## config.mk

```make
export PLATFORM = sky130hd
export DESIGN_NAME = gfm_mulmod
export DESIGN_NICKNAME = d
export VERILOG_FILES = /design/src/rtl/gfm_pkg.sv /design/src/rtl/gfm_xor_tree.sv /design/src/rtl/gfm_clmul.sv /design/src/rtl/gfm_reduce.sv /design/src/rtl/gfm_mulmod.sv
export SDC_FILE = /design/constraint.sdc
export NUM_CORES = 1
export LEC_CHECK = 0
export BUFFER_PORTS_ARGS = -buffer_cell sky130_fd_sc_hd__buf_2
export CAP_MARGIN = 15
export CORE_MARGIN = 8
export CORE_UTILIZATION = 50
export DETAILED_ROUTE_END_ITERATION = 10
export PLACE_DENSITY = 0.67
export SLEW_MARGIN = 20
export SYNTH_ARGS = -nofsm -noshare
export SYNTH_HDL_FRONTEND = slang
export SYNTH_HIERARCHICAL = 1
export SYNTH_SLANG_ARGS = --single-unit
```

## constraint.sdc

```tcl
create_clock -name clk -period 4.3 [get_ports clk]
set_input_delay 0.215 -clock clk [delete_from_list [all_inputs] [get_ports clk]]
set_output_delay 0.215 -clock clk [all_outputs]
set_load 0.005 [all_outputs]
```

## src/rtl/gfm_pkg.sv

```systemverilog
package gfm_pkg;

    localparam int unsigned GF_W = 16;
    localparam int unsigned GF_PROD_W = 2 * GF_W - 1;

    typedef logic [GF_W-1:0] gf_elem_t;

    // Default generator, implicit leading x^16 dropped
    localparam gf_elem_t GF_POLY_LO = 16'h1021;

    typedef struct packed {
        logic     vld;
        gf_elem_t rem;
    } gf_out_t;

    // floor(x^(2W-1) / P) by shift-and-conditional-XOR division
    function automatic gf_elem_t gf_recip(input gf_elem_t plo);
        logic [2*GF_W-1:0] num;
        logic [2*GF_W-1:0] pfull;
        gf_elem_t          quo;
        num   = '0;
        num[2*GF_W-1] = 1'b1;
        pfull = '0;
        pfull[GF_W-1:0] = plo;
        pfull[GF_W] = 1'b1;
        quo   = '0;
        for (int i = 2 * GF_W - 1; i >= int'(GF_W); i--) begin
            if (num[i]) begin
                quo[i-GF_W] = 1'b1;
                num = num ^ (pfull << (i - GF_W));
            end
        end
        return quo;
    endfunction

endpackage

```

## src/rtl/gfm_xor_tree.sv

```systemverilog
module gfm_xor_tree #(
    parameter int unsigned N = 16
) (
    input  logic [N-1:0] x,
    output logic         y
);
    localparam int unsigned LG = (N > 1) ? $clog2(N) : 0;
    localparam int unsigned NP = 1 << LG;

    genvar l, i;
    generate
        for (l = 0; l <= LG; l++) begin : lv
            logic [(NP >> l)-1:0] v;
            if (l == 0) begin : g_leaf
                if (NP == N) begin : g_full
                    assign v = x;
                end else begin : g_pad
                    assign v = {{(NP - N){1'b0}}, x};
                end
            end else begin : g_node
                for (i = 0; i < (NP >> l); i++) begin : g_x
                    assign v[i] = lv[l-1].v[2*i] ^ lv[l-1].v[2*i+1];
                end
            end
        end
    endgenerate

    assign y = lv[LG].v[0];

endmodule

```

## src/rtl/gfm_clmul.sv

```systemverilog
module gfm_clmul #(
    parameter int unsigned AW     = 16,
    parameter int unsigned BW     = 16,
    parameter int unsigned OUT_LO = 0,
    parameter int unsigned OUT_HI = AW + BW - 2
) (
    input  logic [AW-1:0]          a,
    input  logic [BW-1:0]          b,
    output logic [OUT_HI:OUT_LO]   p
);
    genvar k, j;
    generate
        for (k = OUT_LO; k <= OUT_HI; k++) begin : g_bit
            logic [BW-1:0] terms;
            for (j = 0; j < BW; j++) begin : g_term
                if ((k >= j) && (k - j < AW)) begin : g_and
                    assign terms[j] = a[k-j] & b[j];
                end else begin : g_zero
                    assign terms[j] = 1'b0;
                end
            end
            gfm_xor_tree #(.N(BW)) u_tree (
                .x (terms),
                .y (p[k])
            );
        end
    endgenerate

endmodule

```

## src/rtl/gfm_reduce.sv

```systemverilog
module gfm_reduce
    import gfm_pkg::*;
#(
    parameter gf_elem_t POLY_LO = GF_POLY_LO
) (
    input  logic [GF_PROD_W-1:0] prod,
    output gf_elem_t             rem
);
    localparam gf_elem_t    MU   = gf_recip(POLY_LO);
    localparam int unsigned HI_W = GF_PROD_W - GF_W;

    logic [HI_W-1:0]      prod_hi;
    logic [2*GF_W-3:GF_W-1] q_est;
    gf_elem_t             qp_lo;

    assign prod_hi = prod[GF_PROD_W-1:GF_W];

    // quotient = (hi * MU) >> (W-1)
    gfm_clmul #(
        .AW(HI_W), .BW(GF_W), .OUT_LO(GF_W - 1), .OUT_HI(2 * GF_W - 3)
    ) u_quot (
        .a (prod_hi),
        .b (MU),
        .p (q_est)
    );

    // low W bits of quotient * P (the x^W term of P lands above them)
    gfm_clmul #(
        .AW(HI_W), .BW(GF_W), .OUT_LO(0), .OUT_HI(GF_W - 1)
    ) u_back (
        .a (q_est),
        .b (POLY_LO),
        .p (qp_lo)
    );

    assign rem = prod[GF_W-1:0] ^ qp_lo;

endmodule

```

## src/rtl/gfm_mulmod.sv

```systemverilog
module gfm_mulmod
    import gfm_pkg::*;
#(
    parameter gf_elem_t    POLY_LO = GF_POLY_LO,
    parameter int unsigned OUT_REG = 1
) (
    input  logic     clk,
    input  logic     rst,
    input  logic     in_vld,
    input  gf_elem_t in_a,
    input  gf_elem_t in_b,
    output logic     out_vld,
    output gf_elem_t out_rem
);
    logic [GF_PROD_W-1:0] prod;
    gf_out_t              res_d;
    gf_out_t              res_q;

    gfm_clmul #(.AW(GF_W), .BW(GF_W)) u_mul (
        .a (in_a),
        .b (in_b),
        .p (prod)
    );

    gfm_reduce #(.POLY_LO(POLY_LO)) u_red (
        .prod (prod),
        .rem  (res_d.rem)
    );

    assign res_d.vld = in_vld;

    generate
        if (OUT_REG != 0) begin : g_reg
            always_ff @(posedge clk) begin
                if (rst) begin
                    res_q <= '0;
                end else begin
                    res_q.vld <= res_d.vld;
                    if (res_d.vld) begin
                        res_q.rem <= res_d.rem;
                    end
                end
            end
        end else begin : g_comb
            assign res_q = res_d;
        end
    endgenerate

    assign out_vld = res_q.vld;
    assign out_rem = res_q.rem;

endmodule

```

==> results.md <==
* Run status: completed
* Synth warnings at 6
* Highest metal used: met4
* Synthesized area at 12,600 um^2
* Cell taking the most area after synthesis: xnor2_1
* Final nets at 2,270
* Wire length per cell at 10.3 um
* Fin crit share at 0.894
* Final wirelength at 26,400 um
* Setup violations, final at 0
* H-tree Lvls at 1
* Num ports at 52
* Placed inst area at 15,400 um^2
* Max_slew headroom at 0.513
* Top_reg_cell synth: dfxtp_1
* Slowest stage delay, CP at 0.60 ns
* Gr ovfl total at 0
* Port Buffers at 51
* Post-CTS Setup Bufs at 0
* # DRC at 0
* CTS Buffer Depth at 2
* Multi-input logic area at 14,100 um^2
* Crit Path Class: input port to register
* Core Rows at 58
* Crit start category: input port
* Worst path buffer plus inverter count at 1
* Yosys cell types at 14
* Post-Syn Area per Cell at 8.02 um^2
* Metal2 WL at 13,700 um
* CTS hold repair buffers at 0
* Clk sinks at 17
* Die height at 175 um
* Worst min-delay path class: input port to register
* Die X at 175 um
* Crit. Startpoint: in_a[15]
* Min cycle time layout at 3.84 ns
* Max-cap viol count at 0
* Fin area at 15,500 um^2
* Crit path required time at 4.49 ns
* Fin. Hold Viols at 0
* Critical hold path startpoint: rst
* Slowest CP cell: xnor2_1
* Highest Clock Rate at 260 MHz
* RSZ-0062 raised after global routing: no
* R2r startpoint: out_rem[8]
* Max-slew violations at 0
* Post-synth ARST share at 0
* Post-synth EDFFs at 0
* Peak fanout along the critical path at 16
* Core ar. at 25,000 um^2
* Filler instances at 2,412
* First drt pass iteration count at 4
* Reg area at 340 um^2
* Antenna viol nets, final at 0
* Largest net degree at the start of global routing at 18
* Detailed-placement wirelength estimate at 21,400 um
* Number of global-route vias before repair at 9,495
* PostCTS Resize Cnt at 0
* Least-Margin Pin Slew at 0.726 ns
* Count leader, synth: xnor2_1
* Via/cell ratio at 3.88
* Root Driver: clkbuf_16
* Initial core utilization at 0.504
* Routed length on met1 at 11,800 um
* Initial antenna violation count at 0
* Antenna fix cells at 0
* Hold Slack at 0.340 ns
* Global-route wire length before repair at 44,600 um
* Gp weighted congestion at 0.804
* GRT Overall Usage at 0.174
* Top cells by area, synth: xnor2_1 60%, and2_1 25%, xor2_1 5.4%
* Largest delay share family, worst path: XOR/XNOR gates
* Share of the synthesized area in the top cell type at 0.604
* Most used cell, CP: xnor2_1
* 1st-iter DRT viols at 281
* Total CTS buffers at 3
* CTS tree: yes
* CP Cell Sequence: buf_2 > and2_2 > xnor2_1 > xnor2_1 > xnor2_1 > xnor2_1 > and2_1 > xnor2_1 > xnor2_1 > xnor2_1 > xnor2_1 > and2_1 > xor2_1 > xnor2_1 > xnor2_1 > xnor2_1 > xor2_1 > mux2i_1 > nor2_1
* Crit. End Element: register
* Layout cells sized above 1 at 0.0452
* WP data arrival at 4.03 ns
* Clock transition at path regs at 0.06 ns
* Setup Skew at 0 ns
* Post-Synthesis Cells at 1,570
* Via Count at 9,954
* Synth-to-layout area growth at 23.0%
* Met3 WL at 616 um
* Die area at 30,500 um^2
* Top cells by count, synth: 868 x xnor2_1, 502 x and2_1, 78 x xor2_1
* Worst-Skew Late Latency at 0.25 ns
* Sequential area share after synthesis at 0.0270
* Seq cells post-synth at 17
metrics by stage:
stage          cells  setup WS (ns)  TNS (ns)   util
2_1_floorplan   2202          0.974         0      -
3_3_place_gp    2560        -0.0284   -0.0284  0.617
3_5_place_dp    2560        -0.0687   -0.0687  0.617
4_1_cts         2564          0.187         0  0.620
5_1_grt         2564         0.0722         0  0.620
6_report        2564          0.457         0  0.620
cell type report:
class                           instances  share of cell area
Multi-Input combinational cell       2127               0.912
Sequential cell                        17              0.0220
Clock buffer                            3             0.00485
Timing Repair Buffer                   86              0.0342
Tap cell                              330              0.0267
Clock inverter                          1            0.000323
layer usage:
metal,GRT usage,vias to the layer above
met2,0.340,92
met3,0.00734,20
met1,0.208,4468
met5,0,-
li1,-,5374
met4,0.0261,0
worst register-to-register path: stages, from the launching register on:
cell	delay, ns
dfxtp_1	0.34
mux2i_1	0.13
nor2_1	0.06
kinds of logic (layout without fill, tap and decap cells):
family | count (synthesis) | in the layout | share of synthesized area
XOR/XNOR | 946 | 946 | 0.658
AND/OR/NAND/NOR | 528 | 528 | 0.260
buffers and inverters | 58 | 90 | 0.0405
flip-flops | 17 | 17 | 0.0270
multiplexers | 16 | 16 | 0.0127
other | 5 | 637 | 0.00149
state kept, by name, indices dropped and copies added (netlist names):
register and cells:
out_rem 16, out_vld 1
layout by cell type, fill, tap and decap left out, drive strengths merged:
master / synthesis / final
clkinv: 0 / 1
and2: 511 / 511
dfxtp: 17 / 17
clkbuf: 1 / 3
nor2: 16 / 16
conb: 5 / 637
xor2: 78 / 78
nor2b: 1 / 1
buf: 57 / 86
mux2i: 16 / 16
xnor2: 868 / 868
final timing paths:
check	endpoint	cells after the start	slack [ns]
hold / removal	out_rem[3]	2	0.34
setup reg to reg	out_rem[8]	2	3.65
hold reg to reg	out_rem[1]	2	0.49
setup / recovery	out_rem[6]	19	0.46
Power is not shown: default switching activity piles up to over one toggle a cycle in this logic, so the estimate is an artifact.
